<file path="src/rtl/qpl_pkg.sv">
package qpl_pkg;
  typedef enum logic [1:0] {
    ST_IDLE  = 2'd0,
    ST_RD_LO = 2'd1,
    ST_RD_HI = 2'd2,
    ST_WB    = 2'd3
  } qpl_state_e;
endpackage

</file>
<file path="src/rtl/qpl_ea_gen.sv">
module qpl_ea_gen #(
  parameter int XLEN   = 64,
  parameter int DISP_W = 12,
  parameter int IDX_W  = 5,
  parameter int SCALE  = 4
) (
  input  logic [IDX_W-1:0]  base_idx,
  input  logic [XLEN-1:0]   base_val,
  input  logic [DISP_W-1:0] disp,
  output logic [XLEN-1:0]   ea
);
  localparam int EXT_W = XLEN - DISP_W - SCALE;

  logic [XLEN-1:0] base_eff;
  logic [XLEN-1:0] offset;

  // register number zero reads as the constant zero
  assign base_eff = (base_idx == '0) ? '0 : base_val;
  assign offset   = {{EXT_W{disp[DISP_W-1]}}, disp, {SCALE{1'b0}}};
  assign ea       = base_eff + offset;
endmodule

</file>
<file path="src/rtl/qpl_form_check.sv">
module qpl_form_check #(
  parameter int IDX_W = 5
) (
  input  logic [IDX_W-1:0] tgt_idx,
  input  logic [IDX_W-1:0] base_idx,
  output logic             bad,
  output logic             trap
);
  logic same_reg;

  assign same_reg = (tgt_idx == base_idx);
  assign bad      = tgt_idx[0] | same_reg;
  assign trap     = same_reg;
endmodule

</file>
<file path="src/rtl/qpl_steer.sv">
module qpl_steer #(
  parameter int XLEN = 64
) (
  input  logic            le_mode,
  input  logic [XLEN-1:0] dw_lo,
  input  logic [XLEN-1:0] dw_hi,
  output logic [XLEN-1:0] even_data,
  output logic [XLEN-1:0] odd_data
);
  localparam int NBYTES = XLEN / 8;

  logic [XLEN-1:0] lo_rev;
  logic [XLEN-1:0] hi_rev;

  for (genvar b = 0; b < NBYTES; b++) begin : g_rev
    assign lo_rev[8*b +: 8] = dw_lo[8*(NBYTES-1-b) +: 8];
    assign hi_rev[8*b +: 8] = dw_hi[8*(NBYTES-1-b) +: 8];
  end

  assign even_data = le_mode ? hi_rev : dw_lo;
  assign odd_data  = le_mode ? lo_rev : dw_hi;
endmodule

</file>
<file path="src/rtl/qpair_loader.sv">
module qpair_loader
  import qpl_pkg::*;
#(
  parameter int XLEN   = 64,
  parameter int DISP_W = 12,
  parameter int IDX_W  = 5
) (
  input  logic              clk,
  input  logic              rst_n,
  input  logic              req_valid,
  output logic              req_ready,
  input  logic [IDX_W-1:0]  req_base_idx,
  input  logic [XLEN-1:0]   req_base_val,
  input  logic [DISP_W-1:0] req_disp,
  input  logic [IDX_W-1:0]  req_tgt_idx,
  input  logic              req_le,
  output logic              mem_req_valid,
  input  logic              mem_req_ready,
  output logic [XLEN-1:0]   mem_req_addr,
  input  logic              mem_rsp_valid,
  input  logic [XLEN-1:0]   mem_rsp_data,
  output logic              pair_wr,
  output logic [IDX_W-1:0]  wr_even_idx,
  output logic [XLEN-1:0]   wr_even_data,
  output logic [IDX_W-1:0]  wr_odd_idx,
  output logic [XLEN-1:0]   wr_odd_data,
  output logic              bad_form,
  output logic              trap_req
);
  localparam logic [XLEN-1:0] DW_STEP = XLEN'(XLEN / 8);

  qpl_state_e       state_q;
  logic [XLEN-1:0]  ea_q;
  logic [IDX_W-1:0] tgt_q;
  logic             le_q;
  logic             sent_q;
  logic [XLEN-1:0]  lo_q;
  logic [XLEN-1:0]  hi_q;
  logic             bad_q;
  logic             trap_q;

  logic [XLEN-1:0]  ea_w;
  logic             bad_w;
  logic             trap_w;
  logic             accept;
  logic             rd_fire;
  logic             rsp_take;

  qpl_ea_gen #(.XLEN(XLEN), .DISP_W(DISP_W), .IDX_W(IDX_W)) u_ea (
    .base_idx (req_base_idx),
    .base_val (req_base_val),
    .disp     (req_disp),
    .ea       (ea_w)
  );

  qpl_form_check #(.IDX_W(IDX_W)) u_form (
    .tgt_idx  (req_tgt_idx),
    .base_idx (req_base_idx),
    .bad      (bad_w),
    .trap     (trap_w)
  );

  qpl_steer #(.XLEN(XLEN)) u_steer (
    .le_mode   (le_q),
    .dw_lo     (lo_q),
    .dw_hi     (hi_q),
    .even_data (wr_even_data),
    .odd_data  (wr_odd_data)
  );

  assign req_ready     = (state_q == ST_IDLE);
  assign accept        = req_valid & req_ready;
  assign mem_req_valid = ((state_q == ST_RD_LO) || (state_q == ST_RD_HI)) && !sent_q;
  assign mem_req_addr  = (state_q == ST_RD_HI) ? (ea_q + DW_STEP) : ea_q;
  assign rd_fire       = mem_req_valid & mem_req_ready;
  assign rsp_take      = sent_q & mem_rsp_valid;

  assign pair_wr     = (state_q == ST_WB);
  assign wr_even_idx = tgt_q;
  assign wr_odd_idx  = {tgt_q[IDX_W-1:1], 1'b1};
  assign bad_form    = bad_q;
  assign trap_req    = trap_q;

  always_ff @(posedge clk) begin
    if (!rst_n) begin
      state_q <= ST_IDLE;
      ea_q    <= '0;
      tgt_q   <= '0;
      le_q    <= 1'b0;
      sent_q  <= 1'b0;
      lo_q    <= '0;
      hi_q    <= '0;
      bad_q   <= 1'b0;
      trap_q  <= 1'b0;
    end else begin
      bad_q  <= 1'b0;
      trap_q <= 1'b0;
      unique case (state_q)
        ST_IDLE: begin
          if (accept) begin
            if (bad_w) begin
              bad_q  <= 1'b1;
              trap_q <= trap_w;
            end else begin
              ea_q    <= ea_w;
              tgt_q   <= req_tgt_idx;
              le_q    <= req_le;
              sent_q  <= 1'b0;
              state_q <= ST_RD_LO;
            end
          end
        end
        ST_RD_LO: begin
          if (rd_fire) sent_q <= 1'b1;
          if (rsp_take) begin
            lo_q    <= mem_rsp_data;
            sent_q  <= 1'b0;
            state_q <= ST_RD_HI;
          end
        end
        ST_RD_HI: begin
          if (rd_fire) sent_q <= 1'b1;
          if (rsp_take) begin
            hi_q    <= mem_rsp_data;
            sent_q  <= 1'b0;
            state_q <= ST_WB;
          end
        end
        ST_WB: state_q <= ST_IDLE;
        default: state_q <= ST_IDLE;
      endcase
    end
  end


  req_hold_chk: assert property (@(posedge clk) disable iff (!rst_n)
    (mem_req_valid && !mem_req_ready) |=> (mem_req_valid && $stable(mem_req_addr)));


  wr_pulse_chk: assert property (@(posedge clk) disable iff (!rst_n)
    pair_wr |=> !pair_wr);


  bad_quiet_chk: assert property (@(posedge clk) disable iff (!rst_n)
    bad_form |-> (!pair_wr && !mem_req_valid && req_ready));


  trap_bad_chk: assert property (@(posedge clk) disable iff (!rst_n)
    trap_req |-> bad_form);


  busy_ready_chk: assert property (@(posedge clk) disable iff (!rst_n)
    (mem_req_valid || pair_wr) |-> !req_ready);


  bad_after_accept_chk: assert property (@(posedge clk) disable iff (!rst_n)
    $rose(bad_form) |-> $past(req_valid && req_ready));
endmodule

</file>
<file path="config.mk">
export PLATFORM = sky130hd
export DESIGN_NAME = qpair_loader
export DESIGN_NICKNAME = d
export VERILOG_FILES = /design/src/rtl/qpl_pkg.sv /design/src/rtl/qpl_ea_gen.sv /design/src/rtl/qpl_form_check.sv /design/src/rtl/qpl_steer.sv /design/src/rtl/qpair_loader.sv
export SDC_FILE = /design/constraint.sdc
export NUM_CORES = 1
export LEC_CHECK = 0
export BUFFER_PORTS_ARGS = -buffer_cell sky130_fd_sc_hd__buf_2
export CAP_MARGIN = 30
export CORE_MARGIN = 2
export CORE_UTILIZATION = 30
export CTS_CLUSTER_DIAMETER = 100
export DETAILED_ROUTE_END_ITERATION = 6
export PLACE_DENSITY = 0.59
export SLEW_MARGIN = 20
export SYNTH_ARGS = -nofsm -noshare
export SYNTH_HDL_FRONTEND = slang
export SYNTH_SLANG_ARGS = --single-unit
</file>
<file path="constraint.sdc">
create_clock -name clk -period 8.94 [get_ports clk]
set_input_delay 1.341 -clock clk [delete_from_list [all_inputs] [get_ports clk]]
set_output_delay 1.341 -clock clk [all_outputs]
set_load 0.02 [all_outputs]
</file>
==> out/summary.txt, run 1 <==
htree depth: 1
top-count cell post-synth: nand2_1
total core area: 45300 um2
worst path cell trace: inv_1, ha_1, nand2_1, nor2_1, nand2_1, nor4_2, nand3_1, nor2_1, nand3_1, xnor2_1, buf_2
Lkg Pwr: 0.00725 uW
die area: 47600 um2
post-synthesis mux area share: 11.1%
largest family of logic cells by synthesized area: simple AND/OR/NAND/NOR gates
RD Place Congestion: 0.898
CTS tree: yes
final setup violating endpoints: 0
later-pin clock latency in the skew report: 0.55 ns
gr ovfl total: 0
Post-synth EDFFs: 0
CTS Hold Bufs: 0
initial DRC count: 1065
I/O pin count: 363
Worst Hold Path EP: ea_q[1]
Reg2Reg Depth: 7
top cells by area, synth: dfxtp_1 (30%), nand2_1 (12%), mux2_2 (11%)
drt drc: 0
post-cts sizing count: 0
switch share: 33.7%
WP buf/inv: 2
Synth Area in Adders: 5.96%
num rows: 78
Layout area overhead: 22.7%
share of Yosys cell area claimed by the top area cell type: 29.5%
Int Power: 1940 uW
Max VDD drop: 0.125 mV
Register Area: 4070 um2
CP endpoint kind: output pin
worst r2r dst: ea_q[34]
Setup TNS: 0 ns
Crit path arrival time: 4.03 ns
Layout Skew: 0.0129 ns
Pwr Density: 173 nW/um2
syn_nets: 2023
clock share of power: 39.2%
Initial Util: 30.4%
die height: 218 um
Slew headroom: 35.6%
Die W: 218 um
met1 usage: 25.3%
GRT busiest layer: met2
met2 usage: 32.3%
Syn Inst Count: 1802
max-cap violations: 0
Critical Path RT: 7.60 ns
XOR/XNOR Fraction of Synth Area: 6.49%
post-synthesis simple-gate area fraction: 24.2%
NetSw: 985 uW
WL/cell: 17.7 um
Hold WC Path Type: reg2reg
Tightest Pin Transition: 0.966 ns
DR vias: 13800
RSZ-0062 raised after global routing: no
Syn Std Cell Area: 13800 um2
Routed WL: 47.9 mm
Slew Limit Fails: 0
Final min period: 5.38 ns
Final nets: 2301
Startpoint Class: flop
initial antenna violation count: 4
Inst Count DP: 2652
Antenna Nets Post-Route: 0
First-pass DRT Iterations: 5
combinational power share: 25.8%
cell taking the most area after synthesis: dfxtp_1
largest delay contributor family on the critical path: simple AND/OR/NAND/NOR gates
Slowest cell on crit path: nor4_2
HP Start: ea_q[1]
hold path cells: 2
Compound-Gate Fraction of Synth Area: 18.3%
Tcrit/Tclk final: 60.1%
Multi-input gate area: 9110 um2
synth warn: 0
port buffer count: 361
Reg power frac: 34.9%
#FFs+latches synth: 203
M3 GR Usage: 2.67%
Max Root-Sink Buffers: 3
synthesized area per cell: 7.64 um2
Non-Filler Instances: 2704
# fillers: 4768
overall global routing resource usage: 19.2%
Root Driver: clkbuf_16
vias per cell: 5.11
global-route wire length before repair: 73.5 mm
crit-path max FO: 10
layout cells sized above 1: 27.7%
final hold vios: 0
FF-to-FF Start: state_q[0]
Detailed Place HPWL: 35.8 mm
pin count of the biggest net entering global routing: 116
outcome: complete, no violations
clock-pin slew of the registers on the worst-case setup and hold paths: 0.06 ns
number of setup buffers added after CTS: 0
Final Util: 37.3%
Post-synth top cells: nand2_1 (422), a21oi_1 (240), dfxtp_1 (203), mux2_2 (129), clkbuf_1 (97)
CTS sink count: 203
Max Fclk: 186 MHz
Crit Path Category: reg2out
Synth async-reset ratio: 0%
post-synthesis cell type count: 75
post-synthesis sequential area ratio: 29.5%
R2R Setup Slk: 6.07 ns
vias in the first global route: 13100
Main synth FF type: dfxtp_1
CTS buffer count: 26
Largest stage delay, worst path: 0.72 ns
worst max path at each step:
stage | from | to | depth (start not counted)
after detailed placement | req_base_idx[1] | ea_q[60] | 16
after global routing | state_q[0] | mem_req_addr[61] | 11
final | state_q[0] | mem_req_addr[61] | 11
after floorplan | req_base_idx[0] | ea_q[58] | 15
after global placement | req_base_idx[1] | ea_q[60] | 16
after CTS | state_q[0] | mem_req_addr[61] | 11
cell families (layout without fill, tap and decap cells):
family	Yosys count	after routing
AO/OA/AOI/OAI	413	413
XOR/XNOR	102	102
adder cells (fa/ha/maj)	65	65
buffers and inverters	148	446
flip-flops	203	203
multiplexers	136	136
other	1	5
AND/OR/NAND/NOR	734	734
routing by layer:
layer | up-vias | share of wire [%] | wire length (um)
li1 | 6828 | - | -
met3 | 81 | 5.5 | 2640
met1 | 6495 | 45 | 21500
met5 | - | 0.017 | 8
met2 | 420 | 47 | 22300
met4 | 2 | 2.9 | 1410
power groups by stage:
stage / combinational [uW] / sequential (uW) / clock [uW]
6_report: 755 / 1020 / 1150
5_1_grt: 828 / 1030 / 1210
4_1_cts: 756 / 1020 / 1180
3_5_place_dp: 752 / 1040 / 0
3_3_place_gp: 746 / 1040 / 0
2_1_floorplan: 530 / 1020 / 0
metrics by stage:
step / power [uW] / instance area (um2) / hold WS [ns] / setup WS [ns]
2_1_floorplan: 1550 / 13800 / 0.432 / 4.27
3_3_place_gp: 1780 / 15900 / 0.443 / 3.41
3_5_place_dp: 1790 / 15900 / 0.447 / 3.35
4_1_cts: 2950 / 16900 / 0.455 / 3.45
5_1_grt: 3070 / 16900 / 0.480 / 3.25
6_report: 2920 / 16900 / 0.455 / 3.56
worst reg2reg max path: stages, from the launching register on:
cell and delay (ns):
dfxtp_1 0.34, inv_1 0.11, ha_1 0.28, and3_2 0.21, buf_4 0.57, nand2_1 0.61, or4_1 0.63, nand3_1 0.08
cell usage in the layout (no fill, tap or decap), types with 26 or more instances in the layout:
master,count
a21o_1,28
a21oi_1,240
and2_1,67
buf_2,361
clkbuf_16,26
dfxtp_1,202
ha_1,64
mux2_2,129
nand2_1,422
nand3_1,46
nand4_1,36
nor2_1,80
o21ai_0,42
xnor2_1,62
xor2_1,40
sequential cells by signal (all words and copies together), names as in the netlist:
name         count
sent_q           1
hi_q            64
ea_q            64
wr_even_idx      5
trap_req         1
lo_q            64
le_q             1
bad_form         1
state_q          2
area by class of cell:
type	count	area share, %
multi-input combinational	1451	53.9
sequential	203	24.1
timing repair buffer	374	11.4
tap	600	4.45
clock buffer	30	4.06
clock inverter	18	1.48
inverter	24	0.563
antenna	4	0.0593
(Power assumes the default switching activity.)
==> run 2, diff against run 1 <==
- clock period: 8.94 -> 5.1 ns (I/O delays scaled with it)
==> run 2 against run 1 <==
Net effect: sequential power is 76% higher; critical endpoint is now mem_req_addr[58]; total power grew 78%; first-iteration DRC count is 15% lower; die area did not move; clock skew fell by 0.0030 ns; worst setup slack worse by 2.8 ns; via count rose by 0.90%; cell area increased by 0.51%; global-route usage is 0.051 points higher; highest routed layer unchanged; wire length is 1.4% higher.
==> out/summary.txt, run 2 (synthesis gave the netlist of run 1 again) <==
I/O pin count: 363 (unchanged)
die height: 218 um (unchanged)
Initial Util: 30.4% (unchanged)
CP endpoint kind: output pin (unchanged)
Non-Filler Instances: 2710 (was 2704)
CTS Hold Bufs: 0 (unchanged)
die area: 47600 um2 (unchanged)
final hold vios: 0 (unchanged)
RD Place Congestion: 0.911 (was 0.898)
Pwr Density: 307 nW/um2 (was 173 nW/um2)
Final min period: 4.30 ns
Setup WS pre-CTS: 0.339 ns (was 3.35 ns)
Final Instance Area: 17000 um2 (was 16900 um2)
initial antenna violation count: 2 (was 4)
most common cell after layout, fill and taps aside: nand2_1 (unchanged)
later-pin clock latency in the skew report: 0.55 ns (about the same)
Hold WC Path Type: in2reg (was reg2reg)
Area after DPL: 16000 um2 (was 15900 um2)
vias per cell: 5.15 (was 5.11)
drt drc: 0 (unchanged)
First-pass DRT Iterations: 5 (unchanged)
Critical Path RT: 4.34 ns (was 7.60 ns)
RSZ-0062 raised after global routing: no (unchanged)
largest delay contributor family on the critical path: simple AND/OR/NAND/NOR gates (unchanged)
DR vias: 14000 (was 13800)
Tightest Pin Transition: 0.902 ns (was 0.966 ns)
Slowest cell on crit path: nor4_4 (was nor4_2)
Multi-input gate area: 9110 um2 (unchanged)
Largest regs: ea_q: 64 flops, hi_q: 64 flops, lo_q: 64 flops (unchanged)
most frequent cells in the layout: nand2_1 (422), buf_2 (361), a21oi_1 (240), dfxtp_1 (202), mux2_2 (129) (unchanged)
# fillers: 4744 (was 4768)
Root Driver: clkbuf_16 (unchanged)
Final nets: 2310 (was 2301)
Startpoint Class: flop (unchanged)
final worst setup slack: 0.805 ns (was 3.56 ns)
num rows: 78 (unchanged)
Layout area overhead: 23.3% (was 22.7%)
htree depth: 1 (unchanged)
Largest stage delay, worst path: 0.64 ns (was 0.72 ns)
pin count of the biggest net entering global routing: 101 (was 116)
Final Util: 37.5% (was 37.3%)
Layout Skew: 0.00989 ns (was 0.0129 ns)
Die W: 218 um (unchanged)
Max Root-Sink Buffers: 3 (unchanged)
worst path cell trace: inv_1, ha_1, nand3_1, nor2_1, nand2_1, nor4_4, nand3_1, nor2_1, xor2_1, buf_2 (was inv_1, ha_1, nand2_1, nor2_1, nand2_1, nor4_2, nand3_1, nor2_1, nand3_1, xnor2_1, buf_2)
crit-path max FO: 6 (was 10)
vias in the first global route: 13400 (was 13100)
clock-pin slew of the registers on the worst-case setup and hold paths: 0.06 ns (about the same)
number of setup buffers added after CTS: 0 (unchanged)
Crit Path Category: reg2out (unchanged)
CTS tree: yes (unchanged)
Setup TNS: 0 ns (unchanged)
post-cts sizing count: 0 (unchanged)
Max Fclk: 233 MHz
layout cells sized above 1: 28.0% (was 27.7%)
total core area: 45300 um2 (unchanged)
initial DRC count: 900 (was 1065)
max-cap violations: 0 (unchanged)
Tcrit/Tclk final: 84.2%
gr ovfl total: 0 (unchanged)
outcome: complete, no violations (unchanged)
Detailed Place HPWL: 36.9 mm (was 35.8 mm)
Register Area: 4070 um2 (unchanged)
port buffer count: 361 (unchanged)
CTS buffer count: 27 (was 26)
Crit path arrival time: 3.53 ns (was 4.03 ns)
WL/cell: 17.9 um (was 17.7 um)
WP buf/inv: 2 (unchanged)
Max VDD drop: 0.217 mV (was 0.125 mV)
Slew Limit Fails: 0 (unchanged)
Slew headroom: 39.8% (was 35.6%)
Inst Count DP: 2660 (was 2652)
CTS sink count: 203 (unchanged)
final setup violating endpoints: 0 (unchanged)
global-route wire length before repair: 73.5 mm (about the same)
Lkg Pwr: 0.00732 uW (was 0.00725 uW)
Antenna Nets Post-Route: 0 (unchanged)
Routed WL: 48.6 mm (was 47.9 mm)
overall global routing resource usage: 19.3% (was 19.2%)
[run 2: changes by cell type in the layout (fill, tap and decap cells not counted)]
| cell | delta |
|---|---|
| clkinv_8 | -1 |
| inv_6 | -2 |
| clkinvlp_4 | -1 |
| clkinv_4 | +1 |
| clkbuf_16 | +1 |
| buf_4 | +8 |
| diode_2 | -3 |
| clkbuf_8 | +3 |
[run 2: area by class of cell]
class | instances | share of cell area, %
antenna | 1 | 0.0147
clock buffer | 34 | 4.43
clock inverter | 15 | 1.28
inverter | 24 | 0.560
multi-input combinational | 1451 | 53.7
sequential | 203 | 24.0
tap | 600 | 4.42
timing repair buffer | 382 | 11.6
[run 2: tightest hold or removal path: stages]
cell,delay (ns)
buf_2,0.10
nand2_1,0.05
a21oi_1,0.05
[run 2: per-stage QoR]
stage	power [uW]	hold slack, ns
after floorplan	2710	0.432
after global routing	5450	0.441
after detailed placement	3160	0.446
after global placement	3150	0.442
after CTS	5260	0.406
final	5200	0.447
[run 2: path summary, 6_finish.rpt]
path                            startpoint               end  slack, ns  cells past startpoint
worst max-delay path            state_q[0]  mem_req_addr[58]       0.80                     10
worst min-delay path                req_le              le_q       0.45                      3
worst max register to register  state_q[0]          ea_q[34]       2.60                      6
worst min register to register     ea_q[1]           ea_q[1]       0.46                      2
[run 2: routing by layer]
metal  vias to the layer above  GRT usage (%)  wire, um
met3                        96           2.80      2840
met4                         2           7.91      1980
met1                      6610           25.1     21600
met5                         -              0         8
met2                       403           31.8     22200
li1                       6839              -         -
[run 2: power by group]
| part | total, uW | internal (uW) | switching (uW) |
|---|---|---|---|
| clock network | 2080 | 1300 | 780 |
| registers | 1800 | 1680 | 118 |
| logic | 1330 | 502 | 831 |
| total | 5200 | 3470 | 1730 |
